### config.mk
export PLATFORM = sky130hd
export DESIGN_NAME = reg_fault_seq
export DESIGN_NICKNAME = d
export VERILOG_FILES = /design/src/rtl/reg_fault_pkg.sv /design/src/rtl/reg_fault_dp.sv /design/src/rtl/reg_fault_ctrl.sv /design/src/rtl/reg_fault_seq.sv
export SDC_FILE = /design/constraint.sdc
export NUM_CORES = 1
export LEC_CHECK = 0
export ABC_CLOCK_PERIOD_IN_PS = 5450
export BUFFER_PORTS_ARGS = -buffer_cell sky130_fd_sc_hd__clkbuf_2
export CAP_MARGIN = 10
export CORE_MARGIN = 10
export CORE_UTILIZATION = 30
export CTS_BUF_LIST = sky130_fd_sc_hd__clkbuf_4
export CTS_CLUSTER_SIZE = 40
export DETAILED_ROUTE_END_ITERATION = 8
export PLACE_DENSITY = 0.41
export RECOVER_POWER = 50
export SLEW_MARGIN = 10
export SYNTH_ARGS = -nofsm -noshare
export SYNTH_HDL_FRONTEND = slang
export SYNTH_SLANG_ARGS = --single-unit
### constraint.sdc
create_clock -name clk -period 5.45 [get_ports clk]
set_input_delay 0.545 -clock clk [delete_from_list [all_inputs] [get_ports clk]]
set_output_delay 0.545 -clock clk [all_outputs]
set_load 0.1 [all_outputs]
### src/rtl/reg_fault_pkg.sv
package reg_fault_pkg;

  typedef enum logic [1:0] {
    ST_OFF     = 2'd0,
    ST_STARTUP = 2'd1,
    ST_RUN     = 2'd2,
    ST_FAULT   = 2'd3
  } seqState_t;

  // strobes from control to datapath
  typedef struct packed {
    logic chanOn;
    logic startTmrEn;
    logic ovldEn;
  } ctlStrobe_t;

  // flags from datapath to control
  typedef struct packed {
    logic startDone;
    logic ovldHit;
  } dpFlag_t;

endpackage

### src/rtl/reg_fault_dp.sv
module reg_fault_dp
  import reg_fault_pkg::*;
#(
  parameter int CYC_PER_US = 4,
  parameter int ILIM_US    = 20,
  parameter int SC_US      = 1000
) (
  input  logic       clk,
  input  logic       rstN,
  input  ctlStrobe_t ctl,
  input  logic       ilimIn,
  input  logic       lowOutIn,
  input  logic       pgIn,
  input  logic       tsdIn,
  input  logic       ovpIn,
  output dpFlag_t    flags,
  output logic       ilimEvt,
  output logic       pgEvt,
  output logic       tsdEvt,
  output logic       ovpEvt,
  output logic       gpioLow
);

  localparam int ILIM_CYC = ILIM_US * CYC_PER_US;
  localparam int SC_CYC   = SC_US * CYC_PER_US;
  localparam int ILIM_W   = $clog2(ILIM_CYC + 1);
  localparam int SC_W     = $clog2(SC_CYC + 1);
  localparam int N_EDGE   = 3;

  logic [ILIM_W-1:0] ilimCnt;
  logic [SC_W-1:0]   startTmr;
  logic [SC_W-1:0]   ovldCnt;

  // current-limit debounce, saturating at the limit
  always_ff @(posedge clk or negedge rstN) begin
    if (!rstN) begin
      ilimCnt <= '0;
      ilimEvt <= 1'b0;
    end else begin
      ilimEvt <= ctl.chanOn && ilimIn && (ilimCnt == ILIM_W'(ILIM_CYC - 1));
      if (!ctl.chanOn || !ilimIn)
        ilimCnt <= '0;
      else if (ilimCnt != ILIM_W'(ILIM_CYC))
        ilimCnt <= ilimCnt + ILIM_W'(1);
    end
  end

  // startup window timer
  always_ff @(posedge clk or negedge rstN) begin
    if (!rstN)               startTmr <= '0;
    else if (!ctl.startTmrEn) startTmr <= '0;
    else if (startTmr != SC_W'(SC_CYC - 1))
      startTmr <= startTmr + SC_W'(1);
  end

  // overload debounce while running
  always_ff @(posedge clk or negedge rstN) begin
    if (!rstN)                        ovldCnt <= '0;
    else if (!ctl.ovldEn || !lowOutIn) ovldCnt <= '0;
    else if (ovldCnt != SC_W'(SC_CYC - 1))
      ovldCnt <= ovldCnt + SC_W'(1);
  end

  assign flags.startDone = ctl.startTmrEn && (startTmr == SC_W'(SC_CYC - 1));
  assign flags.ovldHit   = ctl.ovldEn && lowOutIn && (ovldCnt == SC_W'(SC_CYC - 1));

  // rising-edge detectors: index 0 power good, 1 thermal, 2 overvoltage
  logic [N_EDGE-1:0] edgeIn;
  logic [N_EDGE-1:0] edgePrev;
  logic [N_EDGE-1:0] edgeQual;
  logic [N_EDGE-1:0] edgePulse;

  assign edgeIn   = {ovpIn, tsdIn, pgIn};
  assign edgeQual = {1'b1, 1'b1, ctl.chanOn};

  for (genvar g = 0; g < N_EDGE; g++) begin : g_edge
    always_ff @(posedge clk or negedge rstN) begin
      if (!rstN) begin
        edgePrev[g]  <= 1'b0;
        edgePulse[g] <= 1'b0;
      end else begin
        edgePrev[g]  <= edgeIn[g];
        edgePulse[g] <= edgeIn[g] && !edgePrev[g] && edgeQual[g];
      end
    end
  end

  assign pgEvt  = edgePulse[0];
  assign tsdEvt = edgePulse[1];
  assign ovpEvt = edgePulse[2];

  always_ff @(posedge clk or negedge rstN) begin
    if (!rstN) gpioLow <= 1'b0;
    else       gpioLow <= tsdIn || ovpIn;
  end

endmodule

### src/rtl/reg_fault_ctrl.sv
module reg_fault_ctrl
  import reg_fault_pkg::*;
(
  input  logic       clk,
  input  logic       rstN,
  input  logic       regEn,
  input  logic       lowOutIn,
  input  logic       devFault,
  input  dpFlag_t    flags,
  output ctlStrobe_t ctl,
  output logic       scEvt,
  output seqState_t  stateQ
);

  seqState_t stateD;
  logic      scD;

  always_comb begin
    stateD = stateQ;
    scD    = 1'b0;
    if (devFault) begin
      stateD = ST_FAULT;
    end else begin
      unique case (stateQ)
        ST_OFF:     if (regEn) stateD = ST_STARTUP;
        ST_STARTUP: begin
          if (!regEn) stateD = ST_OFF;
          else if (flags.startDone) begin
            if (lowOutIn) begin
              stateD = ST_FAULT;
              scD    = 1'b1;
            end else begin
              stateD = ST_RUN;
            end
          end
        end
        ST_RUN: begin
          if (!regEn) stateD = ST_OFF;
          else if (flags.ovldHit) begin
            stateD = ST_FAULT;
            scD    = 1'b1;
          end
        end
        ST_FAULT:   if (!regEn) stateD = ST_OFF;
        default:    stateD = ST_OFF;
      endcase
    end
  end

  always_ff @(posedge clk or negedge rstN) begin
    if (!rstN) begin
      stateQ <= ST_OFF;
      scEvt  <= 1'b0;
    end else begin
      stateQ <= stateD;
      scEvt  <= scD;
    end
  end

  assign ctl.chanOn     = (stateQ == ST_STARTUP) || (stateQ == ST_RUN);
  assign ctl.startTmrEn = (stateQ == ST_STARTUP);
  assign ctl.ovldEn     = (stateQ == ST_RUN);

endmodule

### src/rtl/reg_fault_seq.sv
module reg_fault_seq
  import reg_fault_pkg::*;
#(
  parameter int CYC_PER_US = 4,
  parameter int ILIM_US    = 20,
  parameter int SC_US      = 1000
) (
  input  logic clk,
  input  logic rstN,
  input  logic regEn,
  input  logic ilimIn,
  input  logic lowOutIn,
  input  logic pgIn,
  input  logic tsdIn,
  input  logic ovpIn,
  output logic ilimEvt,
  output logic scEvt,
  output logic pgEvt,
  output logic tsdEvt,
  output logic ovpEvt,
  output logic regDisable,
  output logic gpioLow
);

  ctlStrobe_t ctl;
  dpFlag_t    flags;
  seqState_t  stateQ;
  logic       devFault;

  assign devFault = tsdIn || ovpIn;

  reg_fault_ctrl u_ctrl (
    .clk      (clk),
    .rstN     (rstN),
    .regEn    (regEn),
    .lowOutIn (lowOutIn),
    .devFault (devFault),
    .flags    (flags),
    .ctl      (ctl),
    .scEvt    (scEvt),
    .stateQ   (stateQ)
  );

  reg_fault_dp #(
    .CYC_PER_US (CYC_PER_US),
    .ILIM_US    (ILIM_US),
    .SC_US      (SC_US)
  ) u_dp (
    .clk      (clk),
    .rstN     (rstN),
    .ctl      (ctl),
    .ilimIn   (ilimIn),
    .lowOutIn (lowOutIn),
    .pgIn     (pgIn),
    .tsdIn    (tsdIn),
    .ovpIn    (ovpIn),
    .flags    (flags),
    .ilimEvt  (ilimEvt),
    .pgEvt    (pgEvt),
    .tsdEvt   (tsdEvt),
    .ovpEvt   (ovpEvt),
    .gpioLow  (gpioLow)
  );

  assign regDisable = !ctl.chanOn;

endmodule

==> flow_summary.toml, run 1 <==
[outcome]
status = "completed"

[detailed_routing]
ant_nets = 0
avgViaCountPerCell = 4.92
routed_wl_microns = 4130
wl_per_cell_microns = 13.6
routed-via-count = 1490
drtPass1Iterations = 4
drt_iter0_markers = 55
route.detailed.drc = 0

[synth]
syn-instance-count = 203
syn-num-nets = 220
seq_area_frac_synth = 0.514
synth-seq-cells = 42
synth_edf_count = 0
syn_avg_cell_area_sq_um = 10.1
netlist_area_sq_mm = 0.00204
synth_warnings = 0
synth_cell_types = 37
ys_async_sr_fraction = 1.00
synth_ff_type = "dfrtp_1"

[clocking]
htreeDepth = 2
root_buffer = "clkbuf_4"
cts_buffer_depth = 2
post_cts_buffers = 0
hold_buffers = 0
path_clk_slew_ns = 0.14
insertion_delay_ns = 0.35
numClockSinks = 42
cts_buffers = 5
cts.repair.resized = 0
cts_tree = "built"

[critical_path]
cp-end-kind = "primary output"
cp_cell_sequence = "inv_1 > ha_1 > inv_1 > clkbuf_2"
reg2reg_slack_ns = 3.45
critical_path.top_delay_family = "buffers and inverters"
crit_path_start = "u_ctrl.stateQ[0]"
crit_arrival_ns = 1.79
slowest_delay_ns = 0.46
start_kind = "flop"
crit_end = "regDisable"
critPathKind = "flop to primary output"
reg2reg_depth = 4
crit_path_frequent_cell = "inv_1"
path_buf_inv = 3
crit_required_ns = 4.91
worstPathMaxFanout = 4
cp_slowest_cell = "clkbuf_2"
timing.rr.end = "u_ctrl.stateQ[1]"
rr_startpoint = "u_dp.startTmr[5]"
cp_num_cells = 4

[timing]
rsz0062_at_grt = "false"
post-route-min-period_ns = 2.34
setup_tns_ns = 0
fin_crit_sh = 0.429
slew_headroom = 0.0153
final-hold-violation-count = 0
finalSetupViolCount = 0
max_freq_mhz = 428
tightestPinTransition_ns = 1.48
maxSlewViolCount = 0
finalClockSkew_ns = 0.0175
fin_hold_ws_ns = 0.286

[finish]
fin_area_sq_mm = 0.00230
drive_above_1_share = 0.108
layout_commonest_cell = "dfrtp_1"
diodes = 0
final_nets = 239
area_delta_synth_final_pct = 12.7
final_core_util = 0.343
final_cell_mix = "dfrtp_1 (42), nor2_1 (23), nand2_1 (16)"

[floorplanning]
initial_core_util = 0.304
fp.dieArea_sq_mm = 0.0105
row_count = 30
coreArea_sq_mm = 0.00672
chipHeight_microns = 103
ioPinCount = 15
die_x_microns = 103

[place]
placed_area_sq_mm = 0.00221
numPortBuffers = 14
gp_congestion = 0.711
hpwl_microns = 3010

[pwr]
peakVddDrop_v = 0.000131
pwr_density_cell_mw_per_mm2 = 275
power.leakage_nw = 0.963

[global_route]
grt_antenna_before_repair = 0
grt_overflow_total = 0
grt_max_degree = 28
grt_pass1_vias = 1488
grt_pass1_wl_microns = 7240
grt_usage = 0.0861

[job]
max_cap_violations = 0

[worst_hold_path]
worstHoldPathType = "primary input to async pin"
[metal layers]
layer	vias to the layer above	wire, microns	track usage
met5	-	0	0
met4	0	18	0.0260
met3	2	218	0.0248
met2	24	1840	0.129
met1	704	2050	0.117
li1	760	-	-
[worst reg2reg max path: stages (launching register included)]
cell      delay (ns)
dfrtp_1         0.45
or3b_1          0.42
nor3_1          0.63
o221ai_1        0.25
a32oi_1         0.19
[kinds of logic after synthesis]
| family | Yosys count | share of synthesized area |
|---|---|---|
| AOI/OAI and AO/OA | 30 | 0.0918 |
| DFF | 42 | 0.514 |
| xor gates and xnor gates | 17 | 0.0728 |
| buffers and inverters | 12 | 0.0226 |
| and+or+nand+nor | 90 | 0.228 |
| adders and majority gates | 9 | 0.0551 |
| muxes | 3 | 0.0153 |
[metrics by stage]
step	cells	worst slack (ns)	total power, mW
after floorplan	203	3.55	0.372
after CTS	303	3.08	0.648
final	303	3.11	0.633
after global placement	295	3.45	0.395
after global routing	303	2.81	0.666
after detailed placement	295	3.46	0.395
[Yosys cell counts, types with 3 or more instances]
cell type	instances	area, sq um
o21ai_0	5	25.0
inv_1	9	33.8
and3_1	3	18.8
nor3_1	6	30.0
nand3_1	11	55.1
xnor2_1	9	78.8
a21oi_1	10	50.1
xor2_1	8	70.1
dfrtp_1	42	1050
nand4_1	7	43.8
a31oi_1	5	31.3
nor2_1	23	86.3
or3_1	5	31.3
nor4_1	4	25.0
ha_1	9	113
nand2_1	16	60.1
and4_1	3	26.3
[power breakdown]
part	total, mW	switching [mW]	internal, mW
Clock	0.247	0.106	0.141
Combinational	0.0640	0.0497	0.0143
Sequential	0.322	0.00447	0.318
[worst min path at each step]
stage	endpoint	slack [ns]	cells past startpoint
floorplan	u_ctrl.scEvt	0.25	0
global placement	u_dp.ovpEvt	0.38	1
detailed placement	u_dp.ovpEvt	0.38	1
CTS	u_dp.ovldCnt[5]	0.11	1
global route	u_dp.edgePrev[0]	0.27	1
finish	u_dp.startTmr[8]	0.29	1
[layout make-up]
| cell class | instances | area [sq um] |
|---|---|---|
| clock buffers | 5 | 37.5 |
| clock inverters | 3 | 63.8 |
| fillers | 691 | 4420 |
| inverters | 9 | 33.8 |
| multi-input cells | 149 | 947 |
| flip-flops and latches | 42 | 1050 |
| well taps | 80 | 100 |
| repair buffers | 15 | 70.1 |
[flip-flops by register name, indices dropped and copies added, names as in the netlist]
name / flops
u_ctrl.scEvt: 1
u_dp.ovldCnt: 12
u_dp.gpioLow: 1
u_dp.ilimCnt: 7
u_dp.ovpEvt: 1
u_dp.edgePrev: 3
u_dp.pgEvt: 1
u_dp.startTmr: 12
u_ctrl.stateQ: 2
u_dp.tsdEvt: 1
u_dp.ilimEvt: 1
No activity file was read; power rests on OpenSTA's default activity.
==> inputs of run 2 (changes only) <==
--- a/config.mk
+++ b/config.mk
@@ -5,7 +5,8 @@
 export SDC_FILE = /design/constraint.sdc
 export NUM_CORES = 1
 export LEC_CHECK = 0
-export ABC_CLOCK_PERIOD_IN_PS = 5450
+export ABC_AREA = 1
+export ABC_CLOCK_PERIOD_IN_PS = 2400
 export BUFFER_PORTS_ARGS = -buffer_cell sky130_fd_sc_hd__clkbuf_2
 export CAP_MARGIN = 10
 export CORE_MARGIN = 10
==> constraint.sdc (replaced) <==
create_clock -name clk -period 2.4 [get_ports clk]
set_input_delay 0.24 -clock clk [delete_from_list [all_inputs] [get_ports clk]]
set_output_delay 0.24 -clock clk [all_outputs]
set_load 0.1 [all_outputs]
==> flow_summary.toml, run 2 <==
[outcome]
status = "completed"

[floorplanning]
die_x_microns = 105
fp.dieArea_sq_mm = 0.0110
chipHeight_microns = 105
ioPinCount = 15
row_count = 30
coreArea_sq_mm = 0.00687
initial_core_util = 0.314

[clocking]
insertion_delay_ns = 0.35
cts.repair.resized = 0
hold_buffers = 3
post_cts_buffers = 0
root_buffer = "clkbuf_4"
cts_buffer_depth = 2
cts_buffers = 5
cts_tree = "built"
path_clk_slew_ns = 0.12
htreeDepth = 2
numClockSinks = 42

[pwr]
pwr_density_cell_mw_per_mm2 = 603
pwr-share-clk = 0.299
seqPwrFrac = 0.518
internal-power_mw = 1.02
combPwrFrac = 0.183
peakVddDrop_v = 0.000360
sw_frac_of_total = 0.314
p_switching_uw = 465
power.leakage_nw = 1.08

[critical_path]
crit_required_ns = 2.16
crit_path_frequent_cell = "inv_1"
cp-end-kind = "primary output"
path_buf_inv = 3
crit_arrival_ns = 1.76
critical_path.top_delay_family = "buffers and inverters"
critPathKind = "flop to primary output"
start_kind = "flop"
worstPathMaxFanout = 4
slowest_delay_ns = 0.45
cp_slowest_cell = "clkbuf_2"
cp_cell_sequence = "inv_1 > ha_1 > inv_1 > clkbuf_2"

[place]
placed_area_sq_mm = 0.00236
pre_cts_slack_ns = 0.637
numPortBuffers = 14
hpwl_microns = 3450
gp_congestion = 0.813

[synth]
synth_cell_types = 25
syn-instance-count = 264
synth_most_common_cell = "nand2_1"
syn_avg_cell_area_sq_um = 8.16
syn-num-nets = 281
netlist_area_sq_mm = 0.00215
synth_ff_type = "dfrtp_1"
synth_warnings = 0
seq_area_frac_synth = 0.488
ys_async_sr_fraction = 1.00
synth_area_leader_cell = "dfrtp_1"
synth.top_cell.area_share = 0.488
synth_common_cells = "nand2_1 (50), dfrtp_1 (42), inv_1 (32), nor2_1 (31), nand3_1 (21)"
yosys-top-cells-area = "dfrtp_1 (49%), nand2_1 (8.7%), inv_1 (5.6%)"
synth_edf_count = 0
synth-seq-cells = 42

[finish]
area_delta_synth_final_pct = 14.2
layout_commonest_cell = "nand2_1"
drive_above_1_share = 0.120
final_nets = 308
top_regs = "u_dp.ovldCnt: 12 flops, u_dp.startTmr: 12 flops, u_dp.ilimCnt: 7 flops"
final_cell_mix = "nand2_1 (50), dfrtp_1 (42), inv_1 (32)"
fin_area_sq_mm = 0.00246
diodes = 0

[worst_hold_path]
worstHoldPathType = "primary input to flop"

[global_route]
grt_pass1_vias = 1782
grt_antenna_before_repair = 0
grt_max_degree = 17
grt_usage = 0.0874
grt_pass1_wl_microns = 8110
grt_overflow_total = 0

[detailed_routing]
drtPass1Iterations = 4
wl_per_cell_microns = 11.7
avgViaCountPerCell = 4.46
routed_wl_microns = 4520
ant_nets = 0
drt_iter0_markers = 109
route.detailed.drc = 0
routed-via-count = 1727

[job]
max_cap_violations = 0

[timing]
post-route-min-period_ns = 2.00
finalSetupViolCount = 0
slew_headroom = 0.400
rsz0062_at_grt = "false"
max_freq_mhz = 499
finalClockSkew_ns = 0.00439
tightestPinTransition_ns = 0.901
maxSlewViolCount = 0
setup_ws_ns = 0.395
fin_hold_ws_ns = 0.201
final-hold-violation-count = 0
fin_crit_sh = 0.835
setup_tns_ns = 0
[run 2: changes by cell type after synthesis, moves of 8 or more]
cell,previous run,this run
nand2_1,16,50
nor3_1,6,16
inv_1,9,32
xnor2_1,9,0
o21ai_0,5,16
nand3_1,11,21
nor2_1,23,31
[run 2: final timing paths]
check,from,cells past startpoint,slack [ns],to
min in group asynchronous,rstN,2,0.46,u_dp.tsdEvt
hold / removal,lowOutIn,3,0.20,u_ctrl.scEvt
hold reg to reg,u_dp.edgePrev[2],1,0.40,u_dp.ovpEvt
setup / recovery,u_ctrl.stateQ[0],4,0.40,regDisable
setup reg to reg,u_ctrl.stateQ[0],7,0.61,u_dp.ilimCnt[0]
max in group asynchronous,rstN,3,0.68,u_dp.ilimCnt[4]
[run 2: area by class of cell]
type	count	area (sq um)
Clock buffer	5	37.5
Clock inverter	2	33.8
Fill cell	734	4410
Inverter	38	144
Multi-Input combinational cell	183	955
Sequential cell	42	1050
Tap cell	96	120
Timing Repair Buffer	21	120
[run 2: power by group through the flow]
| stage | logic, mW | registers [mW] | clock network [mW] |
|---|---|---|---|
| after detailed placement | 0.274 | 0.782 | 0 |
| after floorplan | 0.163 | 0.810 | 0 |
| after global placement | 0.274 | 0.783 | 0 |
| final | 0.271 | 0.769 | 0.444 |
| after CTS | 0.279 | 0.769 | 0.468 |
| after global routing | 0.310 | 0.777 | 0.494 |
[run 2: routing by layer]
metal	wire, microns	GRT usage	part of all wire	vias to the layer above
met4	57	0.0314	0.013	0
li1	-	-	-	913
met3	202	0.0240	0.045	5
met2	2080	0.137	0.46	33
met1	2170	0.112	0.48	776
met5	0	0	0	-
[run 2: per-stage QoR]
step / power, mW / std cells / utilization
floorplan: 0.974 / 264 / -
global placement: 1.06 / 376 / 0.344
detailed placement: 1.06 / 376 / 0.344
CTS: 1.52 / 386 / 0.359
global route: 1.58 / 387 / 0.358
finish: 1.48 / 387 / 0.358
[run 2: logic make-up after synthesis]
family / count (synthesis) / synth area share
xor+xnor: 3 / 0.0122
buf+inv: 39 / 0.0691
compound gates: 34 / 0.0825
fa+ha+maj: 9 / 0.0523
simple gates: 137 / 0.296
flops: 42 / 0.488
[run 2: worst reg2reg max path, cell delays in order, from the launching register on]
cell     delay (ns)
dfrtp_1        0.41
inv_1          0.10
ha_1           0.38
nand2_1        0.18
nor3_1         0.17
nand4_1        0.21
a21oi_1        0.19
a21oi_1        0.05
